<file path="config.mk">
export PLATFORM = sky130hd
export DESIGN_NAME = tap_port
export DESIGN_NICKNAME = d
export VERILOG_FILES = /design/src/rtl/tap_pkg.sv /design/src/rtl/tap_fsm.sv /design/src/rtl/tap_ir.sv /design/src/rtl/tap_dr_route.sv /design/src/rtl/tap_port.sv
export SDC_FILE = /design/constraint.sdc
export NUM_CORES = 1
export LEC_CHECK = 0
export CELL_PAD_IN_SITES_DETAIL_PLACEMENT = 0
export CELL_PAD_IN_SITES_GLOBAL_PLACEMENT = 2
export CORE_MARGIN = 3
export CORE_UTILIZATION = 37
export DETAILED_ROUTE_END_ITERATION = 7
export DONT_BUFFER_PORTS = 1
export HOLD_SLACK_MARGIN = 0.12
export PLACE_DENSITY_LB_ADDON = 0.1
export SLEW_MARGIN = 30
export SYNTH_ARGS = -nofsm -noshare
export SYNTH_HDL_FRONTEND = slang
export SYNTH_HIERARCHICAL = 1
export SYNTH_SLANG_ARGS = --single-unit
</file>
<file path="constraint.sdc">
create_clock -name tck -period 2.9 [get_ports tck]
set_input_delay 0.29 -clock tck [delete_from_list [all_inputs] [get_ports tck]]
set_output_delay 0.29 -clock tck [all_outputs]
set_load 0.01 [all_outputs]
</file>
<file path="src/rtl/tap_pkg.sv">
package tap_pkg;

  typedef enum logic [3:0] {
    TS_EX2D = 4'h0, TS_EX1D = 4'h1, TS_SHFD = 4'h2, TS_PAUD = 4'h3,
    TS_SELI = 4'h4, TS_UPDD = 4'h5, TS_CAPD = 4'h6, TS_SELD = 4'h7,
    TS_EX2I = 4'h8, TS_EX1I = 4'h9, TS_SHFI = 4'hA, TS_PAUI = 4'hB,
    TS_IDLE = 4'hC, TS_UPDI = 4'hD, TS_CAPI = 4'hE, TS_RST  = 4'hF
  } tap_state_e;

  function automatic tap_state_e tap_next(input tap_state_e s, input logic m);
    tap_state_e n;
    case (s)
      TS_RST:  n = m ? TS_RST  : TS_IDLE;
      TS_IDLE: n = m ? TS_SELD : TS_IDLE;
      TS_SELD: n = m ? TS_SELI : TS_CAPD;
      TS_CAPD: n = m ? TS_EX1D : TS_SHFD;
      TS_SHFD: n = m ? TS_EX1D : TS_SHFD;
      TS_EX1D: n = m ? TS_UPDD : TS_PAUD;
      TS_PAUD: n = m ? TS_EX2D : TS_PAUD;
      TS_EX2D: n = m ? TS_UPDD : TS_SHFD;
      TS_UPDD: n = m ? TS_SELD : TS_IDLE;
      TS_SELI: n = m ? TS_RST  : TS_CAPI;
      TS_CAPI: n = m ? TS_EX1I : TS_SHFI;
      TS_SHFI: n = m ? TS_EX1I : TS_SHFI;
      TS_EX1I: n = m ? TS_UPDI : TS_PAUI;
      TS_PAUI: n = m ? TS_EX2I : TS_PAUI;
      TS_EX2I: n = m ? TS_UPDI : TS_SHFI;
      TS_UPDI: n = m ? TS_SELD : TS_IDLE;
      default: n = TS_RST;
    endcase
    return n;
  endfunction

endpackage

</file>
<file path="src/rtl/tap_fsm.sv">
module tap_fsm
  import tap_pkg::*;
(
  input  logic       tck,
  input  logic       trst_n,
  input  logic       tms,
  output tap_state_e state
);

  always_ff @(posedge tck) begin
    if (!trst_n) state <= TS_RST;
    else         state <= tap_next(state, tms);
  end

  // run of high tms edges, saturating at five (checking aid)
  logic [2:0] hi_run;
  always_ff @(posedge tck) begin
    if (!trst_n)         hi_run <= 3'd5;
    else if (!tms)       hi_run <= 3'd0;
    else if (hi_run != 3'd5) hi_run <= hi_run + 3'd1;
  end


  five_ones_chk: assert property (@(posedge tck) disable iff (!trst_n)
    (hi_run == 3'd5) |-> (state == TS_RST));


  leave_reset_chk: assert property (@(posedge tck) disable iff (!trst_n)
    (state == TS_RST && !tms) |=> (state == TS_IDLE));


  shift_hold_chk: assert property (@(posedge tck) disable iff (!trst_n)
    ((state == TS_SHFD || state == TS_PAUD) && !tms) |=> $stable(state));


  update_exit_chk: assert property (@(posedge tck) disable iff (!trst_n)
    ((state == TS_UPDI || state == TS_UPDD) && tms) |=> (state == TS_SELD));

endmodule

</file>
<file path="src/rtl/tap_ir.sv">
module tap_ir
  import tap_pkg::*;
#(
  parameter int             IR_W   = 4,
  parameter logic [IR_W-1:0] IR_CAP = 4'b0001
) (
  input  logic            tck,
  input  logic            trst_n,
  input  logic            tdi,
  input  tap_state_e      state,
  output logic            ir_lsb,
  output logic [IR_W-1:0] insn
);

  logic [IR_W-1:0] sr;

  always_ff @(posedge tck) begin
    if (!trst_n) begin
      sr   <= IR_CAP;
      insn <= '1;
    end else begin
      case (state)
        TS_CAPI: sr <= IR_CAP;
        TS_SHFI: sr <= {tdi, sr[IR_W-1:1]};
        default: sr <= sr;
      endcase
      if (state == TS_RST)       insn <= '1;
      else if (state == TS_UPDI) insn <= sr;
    end
  end

  assign ir_lsb = sr[0];


  cap_load_chk: assert property (@(posedge tck) disable iff (!trst_n)
    (state == TS_CAPI) |=> (sr == IR_CAP));


  ir_shift_chk: assert property (@(posedge tck) disable iff (!trst_n)
    (state == TS_SHFI) |=> (sr[IR_W-1] == $past(tdi)));


  insn_hold_chk: assert property (@(posedge tck) disable iff (!trst_n)
    !(state == TS_UPDI || state == TS_RST) |=> $stable(insn));

endmodule

</file>
<file path="src/rtl/tap_dr_route.sv">
module tap_dr_route
  import tap_pkg::*;
#(
  parameter int IR_W   = 4,
  parameter int NUM_DR = 4
) (
  input  logic              tck,
  input  logic              trst_n,
  input  logic              tdi,
  input  tap_state_e        state,
  input  logic [IR_W-1:0]   insn,
  input  logic [NUM_DR-1:0] dr_tdo,
  output logic [NUM_DR-1:0] dr_sel,
  output logic              dr_capture,
  output logic              dr_shift,
  output logic              dr_update,
  output logic              dr_serial
);

  logic byp;

  for (genvar g = 0; g < NUM_DR; g++) begin : g_dec
    assign dr_sel[g] = (insn == IR_W'(g));
  end

  assign dr_capture = (state == TS_CAPD);
  assign dr_shift   = (state == TS_SHFD);
  assign dr_update  = (state == TS_UPDD);

  always_ff @(posedge tck) begin
    if (!trst_n)         byp <= 1'b0;
    else if (dr_capture) byp <= 1'b0;
    else if (dr_shift)   byp <= tdi;
  end

  always_comb begin
    dr_serial = byp;
    for (int k = 0; k < NUM_DR; k++)
      if (dr_sel[k]) dr_serial = dr_tdo[k];
  end


  sel_onehot_chk: assert property (@(posedge tck) disable iff (!trst_n)
    $onehot0(dr_sel));


  byp_cap_chk: assert property (@(posedge tck) disable iff (!trst_n)
    (state == TS_CAPD) |=> (byp == 1'b0));


  byp_shift_chk: assert property (@(posedge tck) disable iff (!trst_n)
    (state == TS_SHFD) |=> (byp == $past(tdi)));


  cap_next_chk: assert property (@(posedge tck) disable iff (!trst_n)
    dr_capture |=> (dr_shift || state == TS_EX1D));

endmodule

</file>
<file path="src/rtl/tap_port.sv">
module tap_port
  import tap_pkg::*;
#(
  parameter int              IR_W   = 4,
  parameter int              NUM_DR = 4,
  parameter logic [IR_W-1:0] IR_CAP = 4'b0001
) (
  input  logic              tck,
  input  logic              trst_n,
  input  logic              tms,
  input  logic              tdi,
  input  logic [NUM_DR-1:0] dr_tdo,
  output logic              tdo,
  output logic              tdo_oe,
  output logic [NUM_DR-1:0] dr_sel,
  output logic              dr_capture,
  output logic              dr_shift,
  output logic              dr_update,
  output logic [IR_W-1:0]   insn,
  output logic [3:0]        tap_state
);

  tap_state_e state;
  logic       ir_lsb;
  logic       dr_serial;

  tap_fsm u_fsm (
    .tck(tck), .trst_n(trst_n), .tms(tms), .state(state)
  );

  tap_ir #(.IR_W(IR_W), .IR_CAP(IR_CAP)) u_ir (
    .tck(tck), .trst_n(trst_n), .tdi(tdi), .state(state),
    .ir_lsb(ir_lsb), .insn(insn)
  );

  tap_dr_route #(.IR_W(IR_W), .NUM_DR(NUM_DR)) u_dr (
    .tck(tck), .trst_n(trst_n), .tdi(tdi), .state(state), .insn(insn),
    .dr_tdo(dr_tdo), .dr_sel(dr_sel), .dr_capture(dr_capture),
    .dr_shift(dr_shift), .dr_update(dr_update), .dr_serial(dr_serial)
  );

  assign tap_state = state;

  always_ff @(negedge tck) begin
    if (!trst_n) begin
      tdo    <= 1'b0;
      tdo_oe <= 1'b0;
    end else begin
      tdo_oe <= (state == TS_SHFI) || (state == TS_SHFD);
      tdo    <= (state == TS_SHFI) ? ir_lsb : dr_serial;
    end
  end


  oe_match_chk: assert property (@(posedge tck) disable iff (!trst_n)
    tdo_oe == (state == TS_SHFI || state == TS_SHFD));

endmodule

</file>
==> out/qor.yml <==
synth_cell_types: 33
outcome: "finished, final reports clean"
crit_type: "reg2reg"
pwr-share-comb: 0.249
clock-root-buffer: "clkbuf_4"
post_drt_via_cell_ratio: 5.23
die-area_um2: 2650
cts_setup_buffers: 0
cts_buffers: 3
syn_inst: 80
relSlewSlack: 0.596
core_um2: 1840
vias: 617
sw_frac_of_total: 0.308
grt_overflow: 0
p_switching_w: 0.000145
worstMarginPinSlew_ns: 0.597
ys_ff_latch: 15
synth_top_family_by_area: "simple AND/OR/NAND/NOR gates"
clk_latency_ns: 0.34
num_antenna_cells: 0
grt_pass1_wl_um: 2870
start_util: 0.416
die_h_um: 51.5
synthArstFlopShare: 0
synthTopCellsByArea: "dfxtp_1, mux2i_1, nand2_1"
startpoint_type: "register"
netlist_top_cells_count: "dfxtp_1, nand2_1, mux2i_1"
worst-path-buf-inv: 0
htreeDepth: 1
yosysSeqAreaShare: 0.393
setup_violations: 0
syn_nets: 88
worst_path_max_delay_cell: "mux4_2"
finalMaxSlewViolations: 0
seqPwrFrac: 0.487
worstRegToRegCells: 4
cp_top_family: "multiplexers"
cellLeakagePower_nw: 0.361
ir_drop_mv: 0.273
drt_wl_total_um: 1720
post-dp-hpwl_um: 1230
cts_resized: 0
dp.cells: 111
synthFlopType: "dfxtp_1"
synth_warnings: 6
finalSetupTns_ns: 0
clkPwrFrac: 0.264
cp.arrival_ns: 1.53
synth_mux_area_frac: 0.128
worstPathRequired_ns: 1.67
path_max_fanout: 2
clock_skew_ns: 0.0616
r2r_slack_ns: 0.14
power.density_nw_per_um2: 529
die_width_um: 51.5
final_cells: 118
drtIter0Drc: 7
synth_xor_area_frac: 0
drc: 0
cts.sinks: 15
grt_usage: 0.144
gp_congestion: 0.687
max_stage_delay_ns: 0.51
synth-simple-area-share: 0.313
yosysTopAreaCell: "dfxtp_1"
p_int_w: 0.000326
netlist_area_um2: 764
hold_class: "in2reg"
portBuffers: 0
grt_max_degree: 19
final-hold-violation-count: 0
max_cap_viol_count: 0
cts.path.max_buffers: 2
avgSynthCellArea_um2: 9.56
rsz0062_at_grt: "no"
cts_tree: "built"
clk_pin_slew_ns: 0.08
ant_nets: 0
end_kind: "register"
synth_compound_area_frac: 0.147
grt_pass1_vias: 598
cp_num_cells: 4
dr.pass1.iters: 2
antenna_found_initial: 0
io_pins: 25
area_delta_synth_final_pct: 16.5
yosysTopAreaCellShare: 0.393
synth_edf_count: 0
drive_gt1_frac: 0.215
fin_nets: 102
routedWlPerCell_um: 14.5
hold_depth: 2
rows: 15
crit_chain: "mux4_2 -> mux2_4 -> nand2_1 -> mux2i_1"
synthAdderAreaFrac: 0
power groups by stage:
stage | Sequential (W) | Clock (W) | Combinational (W)
after global placement | 0.000234 | 0.00000648 | 0.000115
after detailed placement | 0.000234 | 0.00000648 | 0.000116
after global routing | 0.000232 | 0.000147 | 0.000129
after CTS | 0.000230 | 0.000131 | 0.000119
after floorplan | 0.000253 | 0.00000648 | 0.0000664
final | 0.000230 | 0.000124 | 0.000117
final timing paths:
path / from / endpoint
worst max-delay path: u_ir/insn[0] / tdo
worst min-delay path: tms / u_fsm/state[0]
worst max register to register: u_ir/insn[0] / tdo
worst min register to register: u_ir/sr[1] / u_ir/sr[1]
what timing repair did:
item	4_1_cts	5_1_grt
hold buffers	2	0
setup endpoints to repair	0	0
hold endpoints to repair	4	0
flip-flops by register name, summed over array words and instances, names as in the netlist:
name	cells
tdo	1
tdo_oe	1
u_dr/byp	1
u_fsm/state	4
u_ir/insn	4
u_ir/sr	4
logic make-up after synthesis:
| family | Yosys count |
|---|---|
| mux | 8 |
| buf+inv | 4 |
| compound gates | 15 |
| flops | 15 |
| simple gates | 38 |
final cells by class:
type	count	area, µm²
clock buffers	3	22.5
clock inverters	3	11.3
fillers	207	948
inverters	3	11.3
multi-input cells	61	449
flip-flops and latches	15	300
well taps	25	31.3
repair buffers	8	65.1
stage by stage:
stage                     setup WS, ns  hold WS (ns)  area [µm²]   util  total power, W
after floorplan                0.00599         0.352         764      -        0.000326
after global placement           0.137         0.361         841  0.457        0.000355
after global routing             0.109         0.125         891  0.484        0.000507
after CTS                        0.140         0.125         891  0.484        0.000480
final                            0.145         0.134         891  0.484        0.000471
after detailed placement         0.113         0.357         841  0.457        0.000357
cells in the final DEF, fill, tap and decap left out:
master         count
and4bb_1           1
o21ai_1            3
nor2b_1            3
a21oi_1            5
nor2_1             2
and2_1             1
o311ai_1           1
nand4b_1           1
o31ai_2            1
clkinv_1           1
mux2i_1            6
inv_2              2
and2b_4            1
nor4b_1            1
clkbuf_4           3
nand3b_4           1
nor3b_1            1
a21boi_0           1
mux2_4             1
dfxtp_1           15
nor4_1             1
nand2b_1           1
o21ai_0            1
nor4bb_1           1
nand2_1           15
and3_2             1
inv_1              3
o221ai_2           1
and2_4             1
a41oi_1            1
a2bb2oi_2          1
nand3b_1           1
dlygate4sd3_1      2
buf_4              6
nor3_1             2
or3b_1             3
mux4_2             1
per-layer routing:
metal | track usage | wire [µm] | vias up
met5 | 0 | 0 | -
met4 | 0.0393 | 14 | 0
met3 | 0.0583 | 77 | 2
met2 | 0.212 | 777 | 14
met1 | 0.194 | 846 | 283
li1 | - | - | 318
Power figures use the tool's default switching activity.
